[src/rtl/tx_cmd_pkg.sv]
package tx_cmd_pkg;

    typedef enum logic [2:0] {
        ST_POLL  = 3'd0,
        ST_FETCH = 3'd1,
        ST_SEND  = 3'd2,
        ST_HALT  = 3'd3,
        ST_GHALT = 3'd4
    } txc_state_e;

    typedef struct packed {
        logic stop_pend;   // abrupt stop waiting for the bit window
        logic gs_pend;     // graceful stop waiting for end of frame
        logic in_frame;    // a frame has started and not yet ended
        logic last;        // current buffer closes the frame
    } txc_flags_t;

    function automatic int unsigned ring_inc(int unsigned p, int unsigned depth);
        return (p == depth - 1) ? 0 : p + 1;
    endfunction

endpackage

[src/rtl/txc_window_cnt.sv]
module txc_window_cnt #(
    parameter int LIMIT = 64,
    localparam int W = (LIMIT > 1) ? $clog2(LIMIT) : 1
) (
    input  logic clk,
    input  logic rst,
    input  logic clr,
    input  logic inc,
    output logic hit
);
    logic [W-1:0] cnt_q;

    assign hit = inc && (cnt_q == W'(LIMIT - 1));

    always_ff @(posedge clk) begin
        if (rst || clr)
            cnt_q <= '0;
        else if (inc)
            cnt_q <= hit ? '0 : cnt_q + 1'b1;
    end
endmodule

[src/rtl/txc_ring_ptr.sv]
module txc_ring_ptr import tx_cmd_pkg::*; #(
    parameter int DEPTH = 8,
    localparam int PW = $clog2(DEPTH)
) (
    input  logic          clk,
    input  logic          rst,
    input  logic          adv,
    output logic [PW-1:0] ptr
);
    always_ff @(posedge clk) begin
        if (rst)
            ptr <= '0;
        else if (adv)
            ptr <= PW'(ring_inc(32'(ptr), DEPTH));
    end
endmodule

[src/rtl/tx_chan_cmd_ctrl.sv]
module tx_chan_cmd_ctrl import tx_cmd_pkg::*; #(
    parameter int RING_DEPTH = 8,
    parameter int POLL_CLKS  = 64,
    parameter int ABORT_BITS = 64,
    localparam int PTR_W = $clog2(RING_DEPTH)
) (
    input  logic             clk,
    input  logic             rst,
    input  logic             chan_en,
    input  logic             cmd_stop,
    input  logic             cmd_gstop,
    input  logic             cmd_restart,
    input  logic             poll_now,
    input  logic             bit_tick,
    input  logic             bd_ready,
    input  logic             bd_last,
    input  logic             buf_done,
    input  logic             gs_event_clr,
    output logic             bd_fetch,
    output logic [PTR_W-1:0] bd_ptr,
    output logic             idle_line,
    output logic             fifo_flush,
    output logic             gs_event
);
    txc_state_e st_q, st_d;
    txc_flags_t flg_q, flg_d;
    logic flush_d, gs_set, ptr_adv;
    logic poll_inc, poll_hit, go_fetch;
    logic abort_inc, abort_hit;
    logic stop_ok, gstop_ok, restart_ok;

    // poll interval timer: runs only while polling an enabled channel
    assign poll_inc = (st_q == ST_POLL) && chan_en;
    assign go_fetch = chan_en && (poll_now || poll_hit);

    txc_window_cnt #(.LIMIT(POLL_CLKS)) u_poll_cnt (
        .clk (clk),
        .rst (rst),
        .clr (!poll_inc),
        .inc (poll_inc),
        .hit (poll_hit)
    );

    // abort window: bit times counted after an accepted stop while sending
    assign abort_inc = flg_q.stop_pend && bit_tick;

    txc_window_cnt #(.LIMIT(ABORT_BITS)) u_abort_cnt (
        .clk (clk),
        .rst (rst),
        .clr (!flg_q.stop_pend),
        .inc (abort_inc),
        .hit (abort_hit)
    );

    txc_ring_ptr #(.DEPTH(RING_DEPTH)) u_ring_ptr (
        .clk (clk),
        .rst (rst),
        .adv (ptr_adv),
        .ptr (bd_ptr)
    );

    // command ranking: stop, then graceful stop, then restart
    assign stop_ok    = cmd_stop && (st_q != ST_HALT) && !flg_q.stop_pend;
    assign gstop_ok   = cmd_gstop && !stop_ok && !flg_q.stop_pend &&
                        (st_q inside {ST_POLL, ST_FETCH, ST_SEND});
    assign restart_ok = cmd_restart && !cmd_stop && !cmd_gstop &&
                        (st_q inside {ST_HALT, ST_GHALT});

    always_comb begin
        st_d    = st_q;
        flg_d   = flg_q;
        flush_d = 1'b0;
        gs_set  = 1'b0;
        ptr_adv = 1'b0;
        if (stop_ok && (st_q != ST_SEND)) begin
            st_d           = ST_HALT;
            flush_d        = 1'b1;
            flg_d.in_frame = 1'b0;
            flg_d.gs_pend  = 1'b0;
        end else if (stop_ok) begin
            flg_d.stop_pend = 1'b1;
        end else if (gstop_ok && !flg_q.in_frame) begin
            st_d   = ST_GHALT;
            gs_set = 1'b1;
        end else if (restart_ok) begin
            st_d = ST_POLL;
        end else begin
            if (gstop_ok)
                flg_d.gs_pend = 1'b1;
            unique case (st_q)
                ST_POLL: begin
                    if (go_fetch)
                        st_d = ST_FETCH;
                end
                ST_FETCH: begin
                    if (bd_ready) begin
                        st_d           = ST_SEND;
                        flg_d.last     = bd_last;
                        flg_d.in_frame = 1'b1;
                    end else begin
                        st_d = ST_POLL;
                    end
                end
                ST_SEND: begin
                    if (flg_q.stop_pend) begin
                        if (abort_hit) begin
                            st_d            = ST_HALT;
                            flush_d         = 1'b1;
                            flg_d.stop_pend = 1'b0;
                            flg_d.in_frame  = 1'b0;
                            flg_d.gs_pend   = 1'b0;
                        end
                    end else if (buf_done) begin
                        ptr_adv = 1'b1;
                        if (flg_q.last)
                            flg_d.in_frame = 1'b0;
                        if (flg_q.last && (flg_q.gs_pend || gstop_ok)) begin
                            st_d          = ST_GHALT;
                            gs_set        = 1'b1;
                            flg_d.gs_pend = 1'b0;
                        end else begin
                            st_d = ST_FETCH;
                        end
                    end
                end
                default: ;
            endcase
        end
    end

    always_ff @(posedge clk) begin
        if (rst) begin
            st_q       <= ST_POLL;
            flg_q      <= '0;
            fifo_flush <= 1'b0;
            gs_event   <= 1'b0;
        end else begin
            st_q       <= st_d;
            flg_q      <= flg_d;
            fifo_flush <= flush_d;
            if (gs_set)
                gs_event <= 1'b1;
            else if (gs_event_clr)
                gs_event <= 1'b0;
        end
    end

    assign bd_fetch  = (st_q == ST_FETCH);
    assign idle_line = (st_q != ST_SEND);

endmodule

[config.mk]
export PLATFORM = sky130hd
export DESIGN_NAME = tx_chan_cmd_ctrl
export DESIGN_NICKNAME = d
export VERILOG_FILES = /design/src/rtl/tx_cmd_pkg.sv /design/src/rtl/txc_window_cnt.sv /design/src/rtl/txc_ring_ptr.sv /design/src/rtl/tx_chan_cmd_ctrl.sv
export SDC_FILE = /design/constraint.sdc
export NUM_CORES = 1
export LEC_CHECK = 0
export ABC_AREA = 1
export ABC_CLOCK_PERIOD_IN_PS = 1800
export BUFFER_PORTS_ARGS = -buffer_cell sky130_fd_sc_hd__buf_2
export CAP_MARGIN = 40
export CORE_ASPECT_RATIO = 0.6
export CORE_MARGIN = 1
export CORE_UTILIZATION = 40
export CTS_CLUSTER_DIAMETER = 50
export DETAILED_ROUTE_END_ITERATION = 16
export GPL_TIMING_DRIVEN = 0
export HOLD_SLACK_MARGIN = 0.1
export PLACE_DENSITY_LB_ADDON = 0.25
export SYNTH_ARGS = -nofsm -noshare
export SYNTH_HDL_FRONTEND = slang
export SYNTH_SLANG_ARGS = --single-unit
export TNS_END_PERCENT = 10
[constraint.sdc]
create_clock -name clk -period 1.8 [get_ports clk]
set_clock_uncertainty 0.05 [all_clocks]
set_input_delay 0.18 -clock clk [delete_from_list [all_inputs] [get_ports clk]]
set_output_delay 0.18 -clock clk [all_outputs]
set_load 0.005 [all_outputs]
==> results.md <==
* Status: completed
* Cell count along the critical path at 10
* Max-slew headroom at 75.9%
* Commonest non-fill, non-tap cell in the layout: nand2_1
* Placed cells at 251
* Hold-fix buffers, CTS at 0
* Starting Density at 42.1%
* Top cell by count, worst path: nand2_2
* Num rows at 16
* Worst path bufs/invs at 0
* Largest net degree at the start of global routing at 15
* Hold Crit Class: in2reg
* Vias at 1,193
* # IOs at 19
* Power per cell area at 1210 nW/um^2
* Total GRT Usage at 18.2%
* Global route overflow at 0
* Die ar. at 3680 sq um
* Final Cell Area at 1590 sq um
* Die Y at 47.4 um
* CP peak stage delay at 0.37 ns
* Max-Cap Viols at 0
* Non-Filler Instances at 255
* Setup Buffers After CTS at 0
* Critical path cell sequence: ha_1 -> nand3_1 -> o21bai_1 -> nand2_1 -> nand3_2 -> nand2_2 -> nand2_2 -> nand2_2 -> nor2_1 -> nor2_2
* Routability cong. at 0.844
* Crit share post-route at 87.0%
* Synth Cell Area at 1370 sq um
* Overall die width at 77.7 um
* First-pass DRT Iterations at 4
* Crit path required time at 1.92 ns
* Area growth syn-to-layout at 15.8%
* Worst Hold Path Cells at 3
* Synth area leader: dfxtp_1
* Residual DRC at 0
* CTS root buf: clkbuf_8
* Achievable Freq at 0.639 GHz
* Setup-failing EPs final at 0
* Final Core Density at 48.8%
* Startpoint Class: flip-flop
* Final setup TNS at 0 ns
* Initial antenna violation count at 0
* Slowest cell on crit path: dfxtp_1
* # H-tree levels at 1
* WL final at 2880 um
* Least-Margin Pin Slew at 0.361 ns
* # diodes at 0
* Num CTS Buffers at 3
* Max FO, Critical Path at 4
* Int Pwr at 1170 uW
* Commonest non-fill, non-tap cells in the layout: nand2_1 (33), nor2_1 (28), dfxtp_1 (24)
* Worst-path clk slew at 0.08 ns
* Largest cells by area after synthesis: dfxtp_1 (35%), nand2_1 (9.0%), nor2_1 (7.7%)
* FF-to-FF path depth at 10
* Share of cells above drive strength 1 at 26.7%
* CP top delay family: simple AND/OR/NAND/NOR gates
* Leakage at 0.000697 uW
* Setup crit end kind: flip-flop
* Max clock buf depth at 2
* Sequential share of power at 34.1%
* Post-CTS sizing at 0
* Core region area at 3260 sq um
* First-iteration detailed-routing DRC count at 66
* Clk sinks at 24
* Syn nets at 204
* Dpl hpwl at 2260 um
* Antenna-violating nets left at 0
* Fin nets at 227
* Yosys top cell area share at 35.0%
* #FFs+latches synth at 24
* Placed instance area at 1520 sq um
* Switch Pwr at 758 uW
* Final Hold Vio Count at 0
* Synth Area per Inst at 7.31 sq um
* Unique masters post-synth at 32
* Fin. max-slew vios at 0
* Min cycle time layout at 1.57 ns
* RSZ-0062 raised after global routing: no
* Switching Share at 39.4%
* Skew-Pair Late Insertion Delay at 0.27 ns
* Power share of the clock group at 24.6%
* Port Buffers at 18
* Yosys warns at 0
* CTS tree: done
* Peak VDD IR at 0.558 mV
* Final Hold Slack at 0.120 ns
* Crit path kind: reg2reg
* Mapped Cells at 188
* First-pass GRT wire length at 4890 um
* Arrival time at the worst endpoint at 1.68 ns
* Logic gate share of total power at 41.3%
* Vias per cell at 4.68
* Drt wl/cell at 11.3 um
* Vias in the first global route at 1,031
* Sequential share of the synthesized area at 35.0%
==> metrics by stage <==
stage	setup WS (ns)	total power [uW]
floorplan	0.386	1260
global placement	0.250	1450
detailed placement	0.259	1440
CTS	0.235	1930
global route	0.0600	2070
finish	0.234	1930
==> cells in the mapped netlist, drive strengths merged <==
| library cell | count |
|---|---|
| nand2 | 42 |
| nor2 | 34 |
| dfxtp | 24 |
| inv | 24 |
| nand3 | 15 |
| a21oi | 12 |
| o21ai | 12 |
| nor3 | 5 |
| ha | 4 |
| nor3b | 3 |
| nand3b | 2 |
| o21bai | 2 |
| xnor2 | 2 |
| xor2 | 2 |
| a211oi | 1 |
| buf | 1 |
| clkinv | 1 |
| o211ai | 1 |
| or2 | 1 |
==> registers in the layout, indices dropped and copies added, names as in the netlist <==
register	count
st_q	3
u_poll_cnt.cnt_q	6
u_ring_ptr.ptr	3
flg_q	4
fifo_flush	1
gs_event	1
u_abort_cnt.cnt_q	6
==> worst paths after layout <==
check,to,start,slack (ns)
setup / recovery,st_q[0],u_poll_cnt.cnt_q[0],0.23
hold / removal,gs_event,gs_event_clr,0.12
setup reg to reg,st_q[0],u_poll_cnt.cnt_q[0],0.23
hold reg to reg,u_poll_cnt.cnt_q[0],u_poll_cnt.cnt_q[0],0.41
==> cell families (layout without fill, tap and decap cells) <==
group,count (synthesis),after routing,share of synthesized area [%]
AOI/OAI and AO/OA,28,28,12.3
xor gates and xnor gates,4,4,2.55
and+or+nand+nor,102,102,38.8
DFF,24,24,35.0
buffers and inverters,26,48,7.74
adders and majority gates,4,4,3.64
==> layout make-up <==
type / count / area (sq um)
tap: 45 / 56.3
sequential: 24 / 480
clock inverter: 1 / 30.0
fill: 336 / 1670
multi-input combinational: 138 / 787
inverter: 25 / 95.1
timing repair buffer: 18 / 90.1
clock buffer: 3 / 41.3
buffer: 1 / 11.3
==> per-layer routing <==
metal / up-vias / track usage (%) / part of all wire [%]
met3: 5 / 6.60 / 7.7
met5: - / 0 / 0
met4: 0 / 6.79 / 1.3
met2: 38 / 22.1 / 34
met1: 500 / 27.6 / 57
li1: 650 / - / -
==> worst register-to-register path, cell delays in order, from the launching register on <==
cell and delay [ns]:
dfxtp_1 0.37, ha_1 0.20, nand3_1 0.15, o21bai_1 0.15
nand2_1 0.08, nand3_2 0.08, nand2_2 0.06, nand2_2 0.06
nand2_2 0.07, nor2_1 0.14, nor2_2 0.06
==> power groups by stage <==
| stage | clock network [uW] | logic, uW | registers (uW) |
|---|---|---|---|
| final | 474 | 796 | 658 |
| after CTS | 483 | 790 | 657 |
| after floorplan | 0 | 604 | 661 |
| after global routing | 508 | 896 | 667 |
| after detailed placement | 0 | 775 | 670 |
| after global placement | 0 | 777 | 668 |
(Power assumes the default switching activity.)
